--- src/rtl/pstream_tx.sv ---
module pstream_tx #(
  parameter int DW      = 32,
  parameter int CNT_W   = 16,
  parameter int PER_W   = 8,
  parameter int PAD_W   = 4,
  parameter bit REG_OUT = 0
) (
  input  logic             clk,
  input  logic             rst_n,
  input  logic             start,
  input  logic             frame_cmd,
  input  logic [CNT_W-1:0] word_count,
  input  logic [2:0]       width_mode,
  input  logic [PER_W-1:0] clks_per_bit,
  input  logic [PAD_W-1:0] pad_clks,
  input  logic [DW-1:0]    in_data,
  input  logic             in_valid,
  output logic             in_ready,
  output logic [DW-1:0]    bus_out,
  output logic             sig_out,
  output logic             busy,
  output logic             done
);
  localparam int TW = (PER_W > PAD_W) ? PER_W : PAD_W;

  typedef enum logic [1:0] {IDLE, FLIP, PAD, XFER} st_t;
  st_t st;

  logic [TW-1:0]    tmr;
  logic [CNT_W-1:0] left;
  logic [PER_W-1:0] per_l;
  logic [PAD_W-1:0] pad_l;
  logic [DW-1:0]    mask_l, bus_q;
  logic             tgt_l, sig_q;

  function automatic logic [DW-1:0] lane_mask(input logic [2:0] m);
    logic [6:0] n;
    n = 7'd1 << m;
    if (m >= 3'd5 || int'(n) >= DW) return '1;
    return (DW'(1) << n) - DW'(1);
  endfunction

  wire [TW-1:0] hold_ld = (per_l == '0) ? '0 : TW'(per_l - PER_W'(1));
  wire          slot    = (tmr == '0);

  assign busy     = (st != IDLE);
  assign in_ready = slot && ((st == PAD) || (st == XFER)) && (left != '0);

  always_ff @(posedge clk or negedge rst_n) begin
    if (!rst_n) begin
      st <= IDLE; tmr <= '0; left <= '0; per_l <= '0; pad_l <= '0;
      mask_l <= '0; bus_q <= '0; tgt_l <= 1'b0; sig_q <= 1'b0; done <= 1'b0;
    end else begin
      done <= 1'b0;
      case (st)
        IDLE: if (start) begin
          tgt_l  <= frame_cmd;
          left   <= word_count;
          per_l  <= clks_per_bit;
          pad_l  <= pad_clks;
          mask_l <= lane_mask(width_mode);
          tmr    <= TW'(pad_clks);
          sig_q  <= (sig_q == frame_cmd) ? ~frame_cmd : frame_cmd;
          st     <= (sig_q == frame_cmd) ? FLIP : PAD;
        end
        FLIP: begin
          sig_q <= tgt_l;
          tmr   <= TW'(pad_l);
          st    <= PAD;
        end
        default: begin
          if (!slot) tmr <= tmr - TW'(1);
          else if (left == '0) begin
            done <= 1'b1;
            st   <= IDLE;
          end else if (in_valid) begin
            bus_q <= in_data & mask_l;
            left  <= left - CNT_W'(1);
            tmr   <= hold_ld;
            st    <= XFER;
          end
        end
      endcase
    end
  end

  generate
    if (REG_OUT) begin : g_reg
      logic [DW-1:0] bus_r;
      logic          sig_r;
      always_ff @(posedge clk or negedge rst_n) begin
        if (!rst_n) begin bus_r <= '0; sig_r <= 1'b0; end
        else begin bus_r <= bus_q; sig_r <= sig_q; end
      end
      assign bus_out = bus_r;
      assign sig_out = sig_r;
    end else begin : g_dir
      assign bus_out = bus_q;
      assign sig_out = sig_q;
    end
  endgenerate

  AST_DONE_PULSE: assert property (@(posedge clk) disable iff (!rst_n)
    done |=> !done);
  AST_READY_BUSY: assert property (@(posedge clk) disable iff (!rst_n)
    in_ready |-> busy);
  AST_BUS_HOLD: assert property (@(posedge clk) disable iff (!rst_n)
    !(in_ready && in_valid) |=> $stable(bus_q));
  AST_SIG_QUIET: assert property (@(posedge clk) disable iff (!rst_n)
    (!busy && !start) |=> $stable(sig_q));
  AST_START_IGNORED: assert property (@(posedge clk) disable iff (!rst_n)
    (busy && !done && st != FLIP) |=> $stable(tgt_l) && $stable(mask_l));
  AST_DONE_IDLE: assert property (@(posedge clk) disable iff (!rst_n)
    done |-> !busy);
endmodule

--- config.mk ---
export PLATFORM = sky130hd
export DESIGN_NAME = pstream_tx
export DESIGN_NICKNAME = d
export VERILOG_FILES = /design/src/rtl/pstream_tx.sv
export SDC_FILE = /design/constraint.sdc
export NUM_CORES = 1
export LEC_CHECK = 0
export ABC_AREA = 1
export BUFFER_PORTS_ARGS = -buffer_cell sky130_fd_sc_hd__clkbuf_2
export CORE_MARGIN = 4
export CORE_UTILIZATION = 50
export CTS_CLUSTER_DIAMETER = 40
export DETAILED_ROUTE_END_ITERATION = 10
export PLACE_DENSITY = 0.8
export SKIP_CTS_REPAIR_TIMING = 1
export SLEW_MARGIN = 30
export SYNTH_ARGS = -nofsm -noshare
export SYNTH_HDL_FRONTEND = slang
export SYNTH_SLANG_ARGS = --single-unit
--- constraint.sdc ---
create_clock -name clk -period 1.8 [get_ports clk]
set_clock_uncertainty 0.15 [all_clocks]
set_input_delay 0.09 -clock clk [delete_from_list [all_inputs] [get_ports clk]]
set_output_delay 0.09 -clock clk [all_outputs]
set_load 0.05 [all_outputs]
Word level (Yosys, flattened, before mapping)
Cells that the tools add are included.

Reductions and logical operators: 22. Muxes and demuxes: 28. Bitwise operators: 5. Equality and inequality tests: 8. Magnitude comparators: 2. Add/sub/neg operators: 4. Shifts and indexed selects: 2.

Operators with widths (number): $mux W16 (4); $mux W32 (2); $mux W8 (5); $and A32 B32 Y32 (1); $pmux W16 S2 (1); $shl A1 B7 Y32 const A (1); $sub A32 B2 Y32 const B (1); $logic_not A16 Y1 (1); $logic_not A8 Y1 (2); $pmux W8 S2 (1); $reduce_bool A16 Y1 (1); $sub A16 B1 Y16 const B (1); $sub A8 B1 Y8 const B (2); $mux W2 (5); $mux W1 (8); $ne A4 B2 Y1 const B (2); $reduce_bool A2 Y1 (4); $ge A7 B6 Y1 const B (1); $shl A1 B3 Y7 const A (1); $reduce_and A3 Y1 (2); $reduce_and A5 Y1 (1); $eq A2 B2 Y1 const B (2); $not A1 Y1 (4); $pmux W2 S2 (1); other kinds (14) (17).

Flip-flop bits (word level): 105. Output and inout port bits: 36.

Longest topological paths before layout
Word-level depth: 7. Depth in mapped cells: 11.

Worst setup path after synthesis
No wires, ideal clock.

Path type: reg-to-output. From: register tmr[0]. To: output in_ready. Slack: -0.185 ns. Cell stages (with the launch flop): 7. Arrival: 1.745 ns. Path through: dfrtp_1 > inv_1 > ha_1 > nand2_1 > nor2_4 > nand2_2 > a21oi_1.

Longest elaborated chain between the ends: 3.

RTL lines: start: declaration (RTL line 29) `logic [TW-1:0] tmr;`; start signal: assignment (RTL line 62) `tmr <= TW'(pad_clks);`; start signal: assignment (RTL line 68) `tmr <= TW'(pad_l);`; start signal: assignment (RTL line 72) `if (!slot) tmr <= tmr - TW'(1);`; $logic_not A8 Y1 (RTL line 44) `wire slot = (tmr == '0);`; $logic_and A1 B1 Y1 (2 in series) (RTL line 47) `assign in_ready = slot && ((st == PAD) || (st == XFER)) && (left != '0);`; end: declaration (RTL line 18) `output logic in_ready,`.

Every way passes these cells.

Worst setup path after layout
From: register tmr[6]. To: register bus_q[6] (netlist: bus_out[6]).

Longest elaborated chain between the ends: 2.

RTL lines: $logic_not A8 Y1 (RTL line 44); $reduce_and A4 Y1 (no line); end signal: assignment (RTL line 77) `bus_q <= in_data & mask_l;`; end: declaration (RTL line 33) `logic [DW-1:0] mask_l, bus_q;`.

Every way passes these cells. A chain may end at the register's enable or synchronous reset.

==> summary.txt <==
Status: finished, violations left
Failing checks: negative hold slack, negative setup slack
Critical-path cell list: nor2_1, nand2_1, nor2_4, nand2_4, inv_4, nand3_4, clkbuf_16, clkbuf_16, nand2_2, o21ai_1
Clk pwr share: 13.3%
Multi-input logic area: 2759 um^2
Area added between synthesis and finish: 51.45%
Cell variety after synth: 34
P_sw: 5.278 mW
Die H: 110.1 um
Area share of the largest cell type after synthesis: 49.96%
Least-Margin Pin Slew: 0.4453 ns
Syn Area/Cell: 7.462 um^2
Total number of vias: 5,817
Total area of sequential cells: 2606 um^2
Max-cap violations: 0
Top cells by area, synth: dfrtp_1 (50%), nand2_1 (21%), nand3_1 (5.4%)
Die Footprint: 12,110 um^2
Initial antenna violation count: 0
Core Area: 9955 um^2
Share of cells above drive strength 1: 31.96%
Setup ws final: -0.1957 ns
Fillers: 582
Pre-CTS setup slack: -0.1024 ns
Yosys Warn Count: 0
Peak supply drop: 0.9779 mV
Syn Nets: 771
Number of synthesized register bits: 104
CP required: 1.92 ns
# setup viols final: 54
Power consumption: 11.27 mW
Lkg Pwr: 4.116 nW
Initial DRT Pass Iterations: 6
Crit path DAT: 2.12 ns
Starting DRT DRC Count: 508
CTS tree: done
ANT nets after route: 0
Routability congestion estimate: 0.9174
Wire length per cell: 17.40 um
Worst Path Buf+Inv: 3
Fin util: 79.25%
DRC Markers: 0
Number of synthesized flops with an enable pin: 0
Delay of the slowest cell on the worst path: 0.44 ns
Crit start category: flip-flop
Initial Util: 52.33%
Asr flop ratio synth: 100.0%
Unrepaired setup endpoints after global routing: yes
Mapped cell area: 5209 um^2
Fin. Hold Viols: 2
CP most frequent cell: clkbuf_16
Top FF cell, synth: dfrtp_1
Slew headroom: 70.31%
Crit-path slowest cell: dfrtp_1
Min-Delay Path Class: in2reg
Fmax achieved: 501.1 MHz
Pin count of the biggest net entering global routing: 73
ANT cells: 0
Crit path time final: 1.996 ns
Top cell family by delay on the critical path: simple AND/OR/NAND/NOR gates
Vias in the first global route: 4,763
Setup crit end kind: flip-flop
First-pass GRT wire length: 21.58 mm
CTS H-tree lvls: 3
Final setup TNS: -6.784 ns
CTS Sinks: 104
I/O Pins: 104
Clock tree buffer depth: 2
IO Port Bufs: 103
PD cells: 1428 nW/um^2
Vias per Instance: 5.509
Routed Wire Length: 18.37 mm
Post-DP HPWL: 9.427 mm
CTS clk-pin slew, worst paths: 0.11 ns
Gr ovfl total: 0
Synth Instances: 698
Period utilisation layout: 110.9%
Crit path kind: reg2reg
Total track usage: 22.40%
Crit-path max FO: 6
Num CTS Buffers: 9
Area after DPL: 6035 um^2
DIE WIDTH: 110.1 um
CTS root buf: clkbuf_8
Worst hold margin: -0.02209 ns
Design area: 7889 um^2
Finished Layout Cells: 1,056
Fin. max-slew vios: 0
Int Power: 5.987 mW
Synth area leader: dfrtp_1
Worst-Skew Late Latency: 0.40 ns
Comb power frac: 48.2%
Placed instance count: 945
Sw frac: 46.85%
# rows: 36
Sequential share of the synthesized area: 49.96%
Flop pwr share: 38.5%
Nets: 991
-- layout by cell type (no fill, tap or decap), types with 12 or more instances in the layout --
cell and n:
nand3_1 42, dlygate4sd3_1 66, nand2_1 250, nand2_2 25, o21ai_1 15, nand3_2 12
nand2_4 20, buf_4 40, o21ai_0 24, clkbuf_2 100, o21ai_2 22, dfrtp_1 101
nor2_1 52, inv_1 46
-- final cells by class --
cell class	count	share of cell area, %
multi-input cells	518	34.97
flip-flops and latches	104	33.04
repair buffers	229	24.63
clock buffers	10	1.745
clock inverters	6	0.7772
inverters	56	2.728
well taps	133	2.109
-- cell families after synthesis --
logic type	Yosys count	synth area share, %
and+or+nand+nor	426	33.39
DFF	104	49.96
AOI/OAI and AO/OA	81	8.119
buffers and inverters	77	6.485
xor gates and xnor gates	5	0.8409
adders and majority gates	5	1.201
-- sequential cells by signal (all words and copies together) (netlist names), 2 cells and up --
signal / flops
left: 16
tmr: 8
bus_out: 32
per_l: 8
pad_l: 4
mask_l: 31
st: 2
-- tightest hold or removal path, delay by kind of cell --
family,cells,cell delay (ns)
buffers and inverters,1,0.12
AND/OR/NAND/NOR,1,0.08
AO/OA/AOI/OAI,1,0.07
adder cells (fa/ha/maj),1,0.11
-- synthesized netlist by cell type, types with 2 or more instances --
cell type  count
a21oi_1       12
a31oi_1        2
buf_2          9
buf_4          6
buf_6          2
clkbuf_1       3
dfrtp_1      104
ha_1           5
inv_1         52
inv_2          3
nand2_1      294
nand3_1       56
nand4_1        4
nor2_1        62
o211ai_1       2
o21ai_0       24
o21ai_1       37
or2_2          2
xnor2_1        2
xor2_1         3
-- power by group through the flow --
stage / Clock (mW) / Sequential (mW) / Combinational [mW]
finish: 1.49 / 4.34 / 5.43
global route: 1.61 / 4.42 / 5.95
global placement: 0 / 4.09 / 4.20
CTS: 1.48 / 4.10 / 4.39
floorplan: 0 / 4.87 / 2.25
detailed placement: 0 / 4.13 / 4.37
-- routing by layer --
metal | share of wire, % | wire length [um] | track usage, %
met5 | 0 | 0 | 0
met2 | 50 | 9233 | 38.13
met3 | 8.0 | 1479 | 3.669
met4 | 5.1 | 930 | 6.589
met1 | 37 | 6729 | 29.54
-- worst paths after layout --
| check | start | endpoint | slack [ns] | depth (start not counted) |
|---|---|---|---|---|
| setup / recovery | tmr[6]$_DFFE_PN0P_ | bus_out[6]$_DFFE_PN0P_ | -0.20 | 10 |
| max in group asynchronous | rst_n | mask_l[0]$_DFFE_PN0P_ | 0.82 | 3 |
| hold / removal | width_mode[2] | mask_l[1]$_DFFE_PN0P_ | -0.02 | 4 |
| setup reg to reg | tmr[6]$_DFFE_PN0P_ | bus_out[6]$_DFFE_PN0P_ | -0.20 | 10 |
| min in group asynchronous | rst_n | left[9]$_DFFE_PN0P_ | 0.03 | 2 |
| hold reg to reg | mask_l[0]$_DFFE_PN0P_ | mask_l[0]$_DFFE_PN0P_ | 0.34 | 1 |
(Power assumes the default switching activity.)
